$ cat src/rtl/ledflt_pkg.sv
package ledflt_pkg;
   // counter width able to hold 0..limit
   function automatic int unsigned cnt_bits(input int unsigned limit);
      int unsigned w;
      w = $clog2(limit + 1);
      return (w < 1) ? 1 : w;
   endfunction
endpackage

$ cat src/rtl/open_qualifier.sv
module open_qualifier #(
   parameter int unsigned QUAL_CYCLES = 50
) (
   input  logic clk,
   input  logic rst_n,
   input  logic on,
   input  logic low,
   output logic flag
);
   localparam int unsigned CW = ledflt_pkg::cnt_bits(QUAL_CYCLES);
   localparam logic [CW-1:0] LIMIT = CW'(QUAL_CYCLES);

   logic [CW-1:0] cnt;

   always_ff @(posedge clk) begin
      if (!rst_n)          cnt <= '0;
      else if (!on)        cnt <= '0;
      else if (cnt != LIMIT) cnt <= cnt + 1'b1;
   end

   assign flag = on & low & (cnt == LIMIT);
endmodule

$ cat src/rtl/fault_combiner.sv
module fault_combiner #(
   parameter int unsigned NUM_CH  = 16,
   parameter bit          OUT_REG = 1'b1
) (
   input  logic              clk,
   input  logic              rst_n,
   input  logic [NUM_CH-1:0] open_vec,
   input  logic              hot,
   input  logic              blank,
   output logic              pull
);
   logic fault;
   assign fault = hot | (~blank & (|open_vec));

   if (OUT_REG) begin : g_reg
      always_ff @(posedge clk) begin
         if (!rst_n) pull <= 1'b0;
         else        pull <= fault;
      end
   end else begin : g_comb
      logic unused_clk;
      assign unused_clk = clk;
      assign pull = rst_n & fault;
   end
endmodule

$ cat src/rtl/status_capture.sv
module status_capture #(
   parameter int unsigned NUM_CH = 16
) (
   input  logic              clk,
   input  logic              rst_n,
   input  logic              latch,
   input  logic [NUM_CH-1:0] open_vec,
   input  logic              hot,
   output logic [NUM_CH-1:0] cap_open,
   output logic              cap_hot,
   output logic              latch_q
);
   logic fall;
   assign fall = latch_q & ~latch;

   always_ff @(posedge clk) begin
      if (!rst_n) begin
         latch_q  <= 1'b0;
         cap_open <= '0;
         cap_hot  <= 1'b0;
      end else begin
         latch_q <= latch;
         if (fall) begin
            cap_open <= open_vec;
            cap_hot  <= hot;
         end
      end
   end
endmodule

$ cat src/rtl/led_fault_monitor.sv
module led_fault_monitor #(
   parameter int unsigned NUM_CH      = 16,
   parameter int unsigned QUAL_CYCLES = 50,
   parameter bit          OUT_REG     = 1'b1
) (
   input  logic              clk,
   input  logic              rst_n,
   input  logic [NUM_CH-1:0] ch_on,
   input  logic [NUM_CH-1:0] ch_low,
   input  logic              hot,
   input  logic              blank,
   input  logic              latch,
   output logic              err_pull,
   output logic [NUM_CH-1:0] cap_open,
   output logic              cap_hot
);
   if (NUM_CH < 1) begin : g_bad_ch
      $error("led_fault_monitor: NUM_CH must be at least 1");
   end
   if (QUAL_CYCLES < 1) begin : g_bad_qual
      $error("led_fault_monitor: QUAL_CYCLES must be at least 1");
   end

   logic [NUM_CH-1:0] open_vec;
   logic              latch_q;

   for (genvar i = 0; i < NUM_CH; i++) begin : g_ch
      open_qualifier #(.QUAL_CYCLES(QUAL_CYCLES)) u_q (
         .clk  (clk),
         .rst_n(rst_n),
         .on   (ch_on[i]),
         .low  (ch_low[i]),
         .flag (open_vec[i])
      );
   end

   fault_combiner #(.NUM_CH(NUM_CH), .OUT_REG(OUT_REG)) u_comb (
      .clk     (clk),
      .rst_n   (rst_n),
      .open_vec(open_vec),
      .hot     (hot),
      .blank   (blank),
      .pull    (err_pull)
   );

   status_capture #(.NUM_CH(NUM_CH)) u_cap (
      .clk     (clk),
      .rst_n   (rst_n),
      .latch   (latch),
      .open_vec(open_vec),
      .hot     (hot),
      .cap_open(cap_open),
      .cap_hot (cap_hot),
      .latch_q (latch_q)
   );
endmodule

$ cat config.mk
export PLATFORM = sky130hd
export DESIGN_NAME = led_fault_monitor
export DESIGN_NICKNAME = d
export VERILOG_FILES = /design/src/rtl/ledflt_pkg.sv /design/src/rtl/open_qualifier.sv /design/src/rtl/fault_combiner.sv /design/src/rtl/status_capture.sv /design/src/rtl/led_fault_monitor.sv
export SDC_FILE = /design/constraint.sdc
export NUM_CORES = 1
export LEC_CHECK = 0
export ABC_AREA = 1
export CORE_MARGIN = 2
export CORE_UTILIZATION = 28
export CTS_CLUSTER_DIAMETER = 50
export DETAILED_ROUTE_END_ITERATION = 8
export SYNTH_ARGS = -nofsm -noshare
export SYNTH_HDL_FRONTEND = slang
export SYNTH_SLANG_ARGS = --single-unit
$ cat constraint.sdc
create_clock -name clk -period 4 [get_ports clk]
set_input_delay 1.2 -clock clk [delete_from_list [all_inputs] [get_ports clk]]
set_output_delay 1.2 -clock clk [all_outputs]
set_load 0.02 [all_outputs]
* After elaboration in Yosys (flattened, before gate mapping)
Index checks and enable logic that the tools add are counted.
** Operators by class
- Add/subtract/negate cells :: 16
- $mul :: 0
- Div/mod/pow operators :: 0
- Magnitude comparators :: 0
- Equal/unequal tests :: 32
- Shifts and indexed selects :: 0
- Multiplexer cells :: 0
- Bitwise logic cells :: 37
- Reductions and logical operators :: 17
** Operators with widths (number)
- adder 6 x 1 -> 6 bit (second input constant) :: 16
- == test 6 bit (second input constant) :: 16
- inequality test 6 bit (second input constant) :: 16
- AND 1 bit :: 34
- AND reduction 2 bit :: 16
- OR reduction 16 bit :: 1
- NOT 1 bit :: 2
- OR 1 bit :: 1
** Word-level totals
- Bits in registers :: 115
- Latch bits :: 0
- Memory bits (writable) :: 0
- Bits in read-only memories :: 0
- Logic and storage cells :: 122
- Memories :: 0

* Logic depth before layout (Yosys ltp)
- Word-level depth :: 5
- Mapped depth :: 10

* By module
From an unflattened synthesis, not the netlist that was laid out.
** Unflattened totals
- Cell total of the unflattened synthesis :: 839
- Area total of the unflattened synthesis :: 5930.7 um^2
** By module, submodules not included
- open_qualifier :: instances 16, cells an instance 44, area each 316.6 um^2
- status_capture :: instances 1, cells an instance 114, area each 769.5 um^2
- fault_combiner :: instances 1, cells an instance 21, area each 96.3 um^2

* Worst setup path after synthesis
No wires, ideal clock.
- Path type :: input to register
- Start point :: in rst_n
- End point :: reg g_ch[1].u_q.cnt[1]
- Library setup time :: 0.086 ns
- Arrival time :: 1.755 ns
- Required time :: 3.914 ns
- Path slack :: 2.159 ns
- Stages on the path :: 4
- Buffers on the path :: 2
- Path through :: buf_4 buf_2 nand2_2 a211oi_1
** Between the ends
- Word-level cells in the longest chain between the ends :: 1
** RTL lines
- from (decl) :: RTL line led_fault_monitor.sv:7 : input logic rst_n,
- AND reduction 2 bit (no line)
- to (signal assigned) :: RTL line open_qualifier.sv:18 : else if (cnt != LIMIT) cnt <= cnt + 1'b1;
- to (decl) :: RTL line open_qualifier.sv:13 : logic [CW-1:0] cnt;
No other way between the ends.
A chain may end at the register's enable or synchronous reset.

* Final worst setup path
- Start point :: reg u_cap.cap_open[15]
- End point :: out cap_open[15]
** RTL lines
- from (decl) :: RTL line status_capture.sv:9 : output logic [NUM_CH-1:0] cap_open,
- from (signal assigned) :: RTL line status_capture.sv:24 : cap_open <= open_vec;
- to (decl) :: RTL line led_fault_monitor.sv:14 : output logic [NUM_CH-1:0] cap_open,
No word-level cell between the ends.

==> summary.txt <==
Worst setup path
  – Crit-path slowest cell: clkdlybuf4s50_1
  – Critical path peak fanout: 2
  – Startpoint types: flip-flop
  – Cells on worst reg2reg path: 10
  – Worst endpoint data arrival time: 1.41 ns
  – Worst Setup SP: u_cap.cap_open[15]
  – Crit. End Element: primary output
  – Reg-to-reg setup timing slack: 2.52 ns
  – CP max stage delay: ~0.65 ns
  – Worst flop-to-flop path startpoint: g_ch[13].u_q.cnt[0]
  – Family with the most delay on the worst path: buffers and inverters
  – Critical Path Stages: 1
  – Reg-to-Reg End: u_comb.pull
  – Critical path required time: 2.80 ns
  – Critical Setup Path Class: flip-flop to primary output
  – Cells along the critical path: clkdlybuf4s50_1
  – Sum of buffers and inverters on the critical path: 1
  – Worst setup path end: cap_open[15]

Clock network
  – CTS tree: done
  – # resized after CTS: 0
  – CTS Buf Count: 17
  – Clock latency on the worst-skew pair: 0.41 ns
  – CTS H-tree depth: 4
  – Clock Path Buffers: 2
  – Worst-path clk slew: approximately 0.05 ns
  – # hold bufs at CTS: 0
  – Clock Sinks: around 120
  – Setup Fix Bufs, Post-CTS: 0
  – Root buffer cell: clkbuf_16

Yosys
  – Post-synth net total: 770
  – Cell variety after synth: 31
  – Post-synth EDFFs: 0
  – Synth warnings: 0
  – Biggest area consumer among synthesized cells: dfxtp_1
  – Mapped Cells: 701
  – Top cells by area, synth: dfxtp_1 (42%), nand2_1 (9.7%), ha_1 (7.3%)
  – Main flop type after synthesis: dfxtp_1
  – Cell with the most instances after synthesis: nand2_1
  – Post-synthesis sequential area ratio: 42.1%
  – Ys async rst share: 0%
  – Syn Area/Cell: 7.81 um2
  – Post-synthesis register bit count: about 120
  – Synth top area share: 42.1%
  – Netlist Area Pre-Place: 0.00547 mm2
  – List of most frequent post-synthesis cells: nand2_1 (142), dfxtp_1 (115), inv_1 (77), a21oi_1 (68), nor2_1 (57)

Place
  – DP Wirelength: slightly below 8000 um
  – Placed insts: 1,015
  – Number of port buffers: 54
  – Dpl ws: 1.46 ns
  – Gpl congestion: 0.761

Drt
  – First-pass DRT Iterations: 5
  – Routed len/inst: slightly above 10 um
  – DR DRC count: 0
  – Via density: ~4.2
  – Via Count: 4,405
  – Antenna Nets Post-Route: 0
  – DRT iter0 DRCs: 195
  – Total wire length: about 11,000 um

Floorplanning
  – # rows: 51
  – Initial Utilization: 28.3%
  – Die width: 144 um
  – Die height: 144 um
  – Ports: 55
  – Die area: 0.0207 mm2
  – Core area: 0.0193 mm2

Cells and area
  – Final #Nets: around 840
  – Share of layout cells above drive strength 1: between 10% and 20%
  – Area Growth Syn to Fin: 26.1%
  – Post-route insts no fill: 1,046
  – Diode count: 0

Timing
  – Post-Route Setup TNS: 0 ns
  – Slew Limit Headroom: 61.0%
  – RSZ-0062 raised after global routing: false
  – Final period util: 65.3%
  – Final hold violations: 0
  – Final Setup Violations: 0
  – Max Freq: 0.383 GHz
  – Minimum clock period: 2.61 ns
  – Setup WS post-layout: 1.39 ns
  – Max Slew Vio Count: 0
  – Clk_skew: around 0.0064 ns
  – Worst Max-Slew Pin Slew: around 0.6 ns

Power
  – Max IR drop VDD: between 0.0002 and 0.0003 V
  – Pwr Density: 416 mW/mm2
  – Leak: 2.66 nW

Global routing
  – Initial antenna violation count: 0
  – GRT Overall Usage: 11.2%
  – Largest net degree at the start of global routing: 35
  – Total grt overflow: 0
  – First-pass GRT wire length: 18,200 um
  – Vias in the first global route: between 4,000 and 5,000

Outcome
  – Status: finished, final reports clean

Run
  – Max cap viols: 0

Worst hold path
  – Worst min path class: flip-flop to flip-flop
## power breakdown
part	leakage, nW	total [mW]	switching (mW)	internal (mW)
combinational	1.44	0.152	0.0773	0.0744
clock	0.285	1.52	0.519	1.00
sequential	0.934	1.20	0.0235	1.17
total	2.66	2.87	0.620	2.25
## flip-flops by register name, indices dropped and copies added, names as in the netlist
signal	flops
u_cap.cap_open	16
u_comb.pull	1
u_cap.latch_q	1
g_ch.u_q.cnt	96
u_cap.cap_hot	1
## logic make-up after synthesis
logic type	after synthesis	share of synthesized area (%)
AOI/OAI and AO/OA	110	11.0
DFF	115	42.1
xor gates and xnor gates	21	3.36
buffers and inverters	94	6.81
adders and majority gates	32	7.31
and+or+nand+nor	329	29.4
## cells in the final DEF, fill, tap and decap left out, types with 20 or more instances in the layout
| cell | n |
|---|---|
| o21ai_0 | 20 |
| inv_1 | 77 |
| a21oi_1 | 68 |
| nor2_1 | 57 |
| dfxtp_1 | 115 |
| ha_1 | 32 |
| nand3_1 | 24 |
| clkdlybuf4s50_1 | 53 |
| nand2_1 | 142 |
## routing by layer
metal / global-route usage (%) / wire (um)
met1: 14.1 / 5410
met2: 17.5 / 4620
met3: 3.43 / 399
met4: 5.11 / 225
met5: 0 / 0
## layout make-up
type,instances,area (um2)
timing repair buffer,56,551
clock buffer,21,460
sequential,115,2300
multi-input combinational,492,2800
tap,265,332
inverter,87,327
fill,1991,12400
clock inverter,10,133
## how the worst min path moves through the flow
stage,startpoint,endpoint,slack (ns),depth (start not counted)
3_5_place_dp,g_ch[7].u_q.cnt[5],g_ch[7].u_q.cnt[5],0.47,2
3_3_place_gp,g_ch[15].u_q.cnt[5],g_ch[15].u_q.cnt[5],0.46,2
5_1_grt,g_ch[9].u_q.cnt[5],g_ch[9].u_q.cnt[5],0.50,2
4_1_cts,g_ch[8].u_q.cnt[5],g_ch[8].u_q.cnt[5],0.48,2
6_report,g_ch[0].u_q.cnt[5],g_ch[0].u_q.cnt[5],0.47,2
2_1_floorplan,g_ch[11].u_q.cnt[5],g_ch[11].u_q.cnt[5],0.45,2
## stage by stage
stage | hold WS (ns) | power, mW | cell area, um2 | utilization [%]
after floorplan | 0.450 | 1.30 | 5470 | -
after global placement | 0.463 | 1.37 | 6310 | 32.6
after detailed placement | 0.468 | 1.37 | 6310 | 32.6
after CTS | 0.477 | 2.92 | 6900 | 35.7
after global routing | 0.502 | 2.98 | 6900 | 35.7
final | 0.473 | 2.87 | 6900 | 35.7
Power figures use the tool's default switching activity.
